## config.mk

```make
export PLATFORM = sky130hd
export DESIGN_NAME = eaUnit
export DESIGN_NICKNAME = d
export VERILOG_FILES = /design/src/rtl/eaUnitPkg.sv /design/src/rtl/eaControl.sv /design/src/rtl/eaDatapath.sv /design/src/rtl/eaUnit.sv
export SDC_FILE = /design/constraint.sdc
export NUM_CORES = 1
export LEC_CHECK = 0
export BUFFER_PORTS_ARGS = -buffer_cell sky130_fd_sc_hd__buf_4
export CAP_MARGIN = 10
export CORE_ASPECT_RATIO = 0.9
export CORE_MARGIN = 1
export CORE_UTILIZATION = 45
export CTS_CLUSTER_SIZE = 24
export DETAILED_ROUTE_END_ITERATION = 7
export PLACE_DENSITY = 0.73
export RECOVER_POWER = 50
export SYNTH_ARGS = -nofsm -noshare
export SYNTH_HDL_FRONTEND = slang
export SYNTH_SLANG_ARGS = --single-unit
```

## constraint.sdc

```tcl
create_clock -name clk -period 3.3 [get_ports clk]
set_clock_uncertainty 0.15 [all_clocks]
set_input_delay 0.66 -clock clk [delete_from_list [all_inputs] [get_ports clk]]
set_output_delay 0.66 -clock clk [all_outputs]
set_load 0.005 [all_outputs]
```

## src/rtl/eaUnitPkg.sv

```systemverilog
package eaUnitPkg;

  localparam logic [3:0] OP_BR  = 4'b0000;
  localparam logic [3:0] OP_LD  = 4'b0010;
  localparam logic [3:0] OP_ST  = 4'b0011;
  localparam logic [3:0] OP_LDR = 4'b0110;
  localparam logic [3:0] OP_STR = 4'b0111;
  localparam logic [3:0] OP_LDI = 4'b1010;
  localparam logic [3:0] OP_STI = 4'b1011;
  localparam logic [3:0] OP_LEA = 4'b1110;

  typedef struct packed {
    logic isBranch;
    logic usePcRel;
    logic useBase;
    logic usePtr;
    logic memAccess;
  } eaStrobes_t;

endpackage

```

## src/rtl/eaControl.sv

```systemverilog
module eaControl
  import eaUnitPkg::*;
#(
  parameter int OPC_W = 4
) (
  input  logic [OPC_W-1:0] opcode,
  input  logic             indStep,
  output eaStrobes_t       strobes
);

  always_comb begin
    strobes = '0;
    case (opcode)
      OP_BR: strobes.isBranch = 1'b1;
      OP_LD, OP_ST: begin
        strobes.usePcRel  = 1'b1;
        strobes.memAccess = 1'b1;
      end
      OP_LDR, OP_STR: begin
        strobes.useBase   = 1'b1;
        strobes.memAccess = 1'b1;
      end
      OP_LDI, OP_STI: begin
        // first phase points at the pointer, second uses the fetched word
        strobes.usePcRel  = !indStep;
        strobes.usePtr    = indStep;
        strobes.memAccess = 1'b1;
      end
      OP_LEA: strobes.usePcRel = 1'b1;
      default: strobes = '0;
    endcase
  end

endmodule

```

## src/rtl/eaDatapath.sv

```systemverilog
module eaDatapath
  import eaUnitPkg::*;
#(
  parameter int WORD_W      = 16,
  parameter int FIELD_W     = 12,
  parameter int LONG_OFF_W  = 9,
  parameter int SHORT_OFF_W = 6,
  parameter int FLAG_W      = 3
) (
  input  logic               clk,
  input  logic               rstN,
  input  eaStrobes_t         strobes,
  input  logic [WORD_W-1:0]  incPc,
  input  logic [FIELD_W-1:0] field,
  input  logic [WORD_W-1:0]  baseVal,
  input  logic [FLAG_W-1:0]  condFlags,
  input  logic [WORD_W-1:0]  ptrWord,
  output logic [WORD_W-1:0]  nextPc,
  output logic [WORD_W-1:0]  memAddr,
  output logic               memAccess,
  output logic               branchTaken
);

  localparam int LONG_PAD  = WORD_W - LONG_OFF_W;
  localparam int SHORT_PAD = WORD_W - SHORT_OFF_W;
  localparam int MASK_LO   = LONG_OFF_W;
  localparam int MASK_HI   = LONG_OFF_W + FLAG_W - 1;

  logic [WORD_W-1:0] longExt;
  logic [WORD_W-1:0] shortExt;
  logic [WORD_W-1:0] pcRelSum;
  logic [WORD_W-1:0] baseSum;
  logic [FLAG_W-1:0] condMask;
  logic [FLAG_W-1:0] flagHit;
  logic              maskAll;
  logic              takenD;
  logic [WORD_W-1:0] nextPcD;
  logic [WORD_W-1:0] addrD;

  assign longExt  = {{LONG_PAD{field[LONG_OFF_W-1]}}, field[LONG_OFF_W-1:0]};
  assign shortExt = {{SHORT_PAD{field[SHORT_OFF_W-1]}}, field[SHORT_OFF_W-1:0]};

  // two independent adders: PC-relative and base-relative
  assign pcRelSum = incPc + longExt;
  assign baseSum  = baseVal + shortExt;

  assign condMask = field[MASK_HI:MASK_LO];

  genvar g;
  generate
    for (g = 0; g < FLAG_W; g++) begin : gFlag
      assign flagHit[g] = condMask[g] & condFlags[g];
    end
  endgenerate

  assign maskAll = &condMask;
  assign takenD  = strobes.isBranch & (maskAll | (|flagHit));
  assign nextPcD = takenD ? pcRelSum : incPc;

  always_comb begin
    addrD = '0;
    if (strobes.usePtr)
      addrD = ptrWord;
    else if (strobes.useBase)
      addrD = baseSum;
    else if (strobes.usePcRel)
      addrD = pcRelSum;
  end

  always_ff @(posedge clk) begin
    if (!rstN) begin
      nextPc      <= '0;
      memAddr     <= '0;
      memAccess   <= 1'b0;
      branchTaken <= 1'b0;
    end else begin
      nextPc      <= nextPcD;
      memAddr     <= addrD;
      memAccess   <= strobes.memAccess;
      branchTaken <= takenD;
    end
  end

endmodule

```

## src/rtl/eaUnit.sv

```systemverilog
module eaUnit
  import eaUnitPkg::*;
#(
  parameter int WORD_W      = 16,
  parameter int LONG_OFF_W  = 9,
  parameter int SHORT_OFF_W = 6,
  parameter int FLAG_W      = 3
) (
  input  logic              clk,
  input  logic              rstN,
  input  logic [WORD_W-1:0] incPc,
  input  logic [WORD_W-1:0] instr,
  input  logic [WORD_W-1:0] baseVal,
  input  logic [FLAG_W-1:0] condFlags,
  input  logic [WORD_W-1:0] ptrWord,
  input  logic              indStep,
  output logic [WORD_W-1:0] nextPc,
  output logic [WORD_W-1:0] memAddr,
  output logic              memAccess,
  output logic              branchTaken
);

  localparam int OPC_W   = 4;
  localparam int FIELD_W = WORD_W - OPC_W;

  eaStrobes_t strobes;

  eaControl #(.OPC_W(OPC_W)) i_control (
    .opcode  (instr[WORD_W-1 -: OPC_W]),
    .indStep (indStep),
    .strobes (strobes)
  );

  eaDatapath #(
    .WORD_W      (WORD_W),
    .FIELD_W     (FIELD_W),
    .LONG_OFF_W  (LONG_OFF_W),
    .SHORT_OFF_W (SHORT_OFF_W),
    .FLAG_W      (FLAG_W)
  ) i_datapath (
    .clk         (clk),
    .rstN        (rstN),
    .strobes     (strobes),
    .incPc       (incPc),
    .field       (instr[FIELD_W-1:0]),
    .baseVal     (baseVal),
    .condFlags   (condFlags),
    .ptrWord     (ptrWord),
    .nextPc      (nextPc),
    .memAddr     (memAddr),
    .memAccess   (memAccess),
    .branchTaken (branchTaken)
  );

endmodule

```

==> flow_summary.yaml <==
floorplanning:
  initial_utilization_pct: 47.04
  coreArea_um2: 6182
  chipWidth_um: 86.74
  fp.dieH_um: 78.26
  placementRows: 27
  ioPinCount: 104
  die_area_um2: 6788
synthesis:
  syn_area_per_cell_um2: 8.145
  synth_flop_cell: "dfxtp_1"
  yosys.cell_types.count: 60
  netlist_area_um2: 2908
  ys_warn_count: 0
  syn_nets: 459
  synth_seq_cells: 34
  synth_compound_area_share_pct: 29.82
  ys_async_sr_fraction_pct: 0
  synth_edf_count: 0
  yosysSeqAreaShare_pct: 23.41
  synth_adder_area_share_pct: 14.29
  netlist_instances: 357
  synth_top_family_by_area: "compound AO/OA/AOI/OAI gates"
  synth_mux_area_share_pct: 4.475
  yosys.area_share.simple_pct: 17.69
  synth_xor_area_share_pct: 6.928
placed_design:
  pre_cts_ws_ps: 259.0
  gp_congestion: 0.8715
  dpl.hpwl_mm: 6.360
  io_buffer_count: 103
setup_path:
  critPathArrivalTime_ps: 2740
  endpoint_kind: "flip-flop"
  worst_path_largest_cell_delay_ps: 410
  cpMaxStageDelayCell: "fa_1"
  cp.required_ps: 3320
  crit_path_start_kind: "input port"
  crit_type: "input port to flip-flop"
  path_cells: "buf_4 > ha_1 > fa_1 > a21o_1 > a221oi_2 > o21ai_0 > mux2i_1 > a2111oi_0 > a21oi_1"
  critical_path.max_fanout: 3
status:
  outcome: "finished clean"
timing:
  finalSetupTns_ps: 0
  setup_viol_count_final: 0
  tightest_slew_ps: 687.2
  finalHoldViolations: 0
  hold_slack_ps: 427.0
  layout_setup_ws_ps: 573.0
  maxSlewViolCount: 0
  final.min_clock_period_ps: 2727
  layout_worst_path_cycle_share_pct: 82.64
  fmax_mhz: 366.7
  relSlewSlack_pct: 54.19
  rsz0062_at_grt: "false"
clock_tree:
  cts-buffers-inserted: 5
  root_buffer: "clkbuf_8"
  cts_tree: "yes"
  clk_path_buf_depth: 2
  postCtsSetupBuffers: 0
  cts.sinks: 34
  htreeDepth: 2
  cts_resized: 0
  holdBufCountCts: 0
  path_clk_slew_ps: 70
route:
  top_layer_used: "met4"
  wl_met1_mm: 3.451
  via_count: 3019
  dr_wl_met2_mm: 3.769
  drt-initial-drc-count: 143
  drt-total-wl_mm: 7.891
  routedWlPerCell_um: 14.61
  route.detailed.drc: 0
  postRouteAntennaNets: 0
  via_per_inst: 5.591
  drtPass1Iterations: 5
  wl_met3_um: 558
power_and_ir_drop:
  p_per_area_nw_per_um2: 370.1
  leakage_nw: 1.718
  peakVddDrop_v: 0.0002479
global_routing:
  grt_max_degree: 23
  overflow: 0
  global_route.usage.total_pct: 23.72
  antenna_found_initial: 0
  grt_pass1_vias: 2750
  grt_pass1_wl_mm: 12.63
cells_and_area:
  multiInputGateArea_um2: 2128
  nFillCells: 574
  nets: 554
  syn_to_final_growth_pct: 32.62
  seq_area_um2: 680.7
  drive_gt1_share_pct: 26.05
  diodes: 0
min_path:
  hp-class: "input port to flip-flop"
  worstHoldPathCells: 2
job:
  cap_violations: 0
## final timing paths
| kind | end | start |
|---|---|---|
| worst max-delay path | i_datapath.memAddr[8]$_SDFF_PN0_ | instr[0] |
| worst min-delay path | i_datapath.memAccess$_SDFF_PN0_ | instr[15] |
## layer usage
layer / GRT usage [%] / vias to the layer above
met2: 40.63 / 107
li1: - / 1527
met5: 0 / -
met4: 7.000 / 0
met1: 29.77 / 1373
met3: 4.942 / 12
## placed cells by master (no fill, tap or decap), drive strengths merged, types with 3 or more instances in the layout
cell,Yosys,final
and3,3,3
a221oi,5,5
buf,4,72
a22oi,7,7
o21bai,4,4
a211oi,6,6
or3,3,3
nand2,34,34
and2,5,5
mux2i,13,13
clkbuf,14,40
nand3b,3,3
o22ai,5,5
xor2,9,9
a21oi,37,37
nand4,5,5
xnor2,14,14
ha,30,30
a21o,11,11
nor3,5,5
nand3,6,6
dfxtp,34,34
o21ai,18,18
a222oi,4,4
nor2,31,31
o21a,6,6
inv,7,7
## flip-flops by register name (all words and copies together), names as in the netlist
name,flops
i_datapath.nextPc,16
i_datapath.branchTaken,1
i_datapath.memAccess,1
i_datapath.memAddr,16
## logic make-up (layout without fill, tap and decap cells)
logic type / Yosys count / in the layout
AO/OA/AOI/OAI: 124 / 124
flip-flops: 34 / 34
XOR/XNOR: 23 / 23
multiplexers: 13 / 13
AND/OR/NAND/NOR: 106 / 106
buffers and inverters: 25 / 121
adder cells (fa/ha/maj): 32 / 32
## per-stage QoR
stage	instances	power, mW	utilization, %	instance area (um2)
2_1_floorplan	357	0.7740	-	2908
3_3_place_gp	532	0.9565	60.49	3740
3_5_place_dp	532	0.9633	60.49	3740
4_1_cts	540	1.447	62.80	3882
5_1_grt	540	1.516	62.38	3856
6_report	540	1.427	62.38	3856
## power by group
group	leakage, nW	switching, mW	total, mW	internal (mW)
sequential	0.281	0.00809	0.446	0.438
clock	0.0714	0.156	0.478	0.322
combinational	1.37	0.263	0.502	0.240
## area by class of cell
cell class	count	share of cell area, %
multi-input combinational	298	55.19
timing repair buffer	106	19.95
sequential	34	17.65
tap	87	2.823
clock buffer	6	2.141
clock inverter	2	1.557
inverter	7	0.6814
## synthesized netlist by cell type (2+ instances only)
library cell	count	area (um2)
a2111oi_0	2	17.52
a211oi_1	6	45.04
a21o_1	11	82.58
a21oi_1	35	175.2
a221oi_1	2	17.52
a221oi_2	3	45.04
a222oi_1	4	40.04
a22oi_1	7	52.55
a311o_1	2	20.02
a31oi_1	2	12.51
and2_1	5	31.28
and3_1	3	18.77
and3b_1	2	17.52
buf_2	4	20.02
clkbuf_1	14	52.55
dfxtp_1	34	680.7
fa_1	2	40.04
ha_1	30	375.4
inv_1	7	26.28
mux2i_1	13	130.1
nand2_1	33	123.9
nand3_1	6	30.03
nand3b_1	3	22.52
nand4_1	5	31.28
nor2_1	31	116.4
nor3_1	5	25.02
o211ai_1	2	15.01
o21a_1	6	45.04
o21ai_0	17	85.08
o21bai_1	3	22.52
o22a_1	2	17.52
o22ai_1	5	31.28
or3_1	3	18.77
xnor2_1	14	122.6
xor2_1	9	78.83
## worst max-delay path, delay by kind of cell
kind	cells	cell delay [ps]
compound gates	5	1180
buf+inv	1	120
mux	1	130
fa+ha+maj	2	640
(Power assumes the default switching activity.)
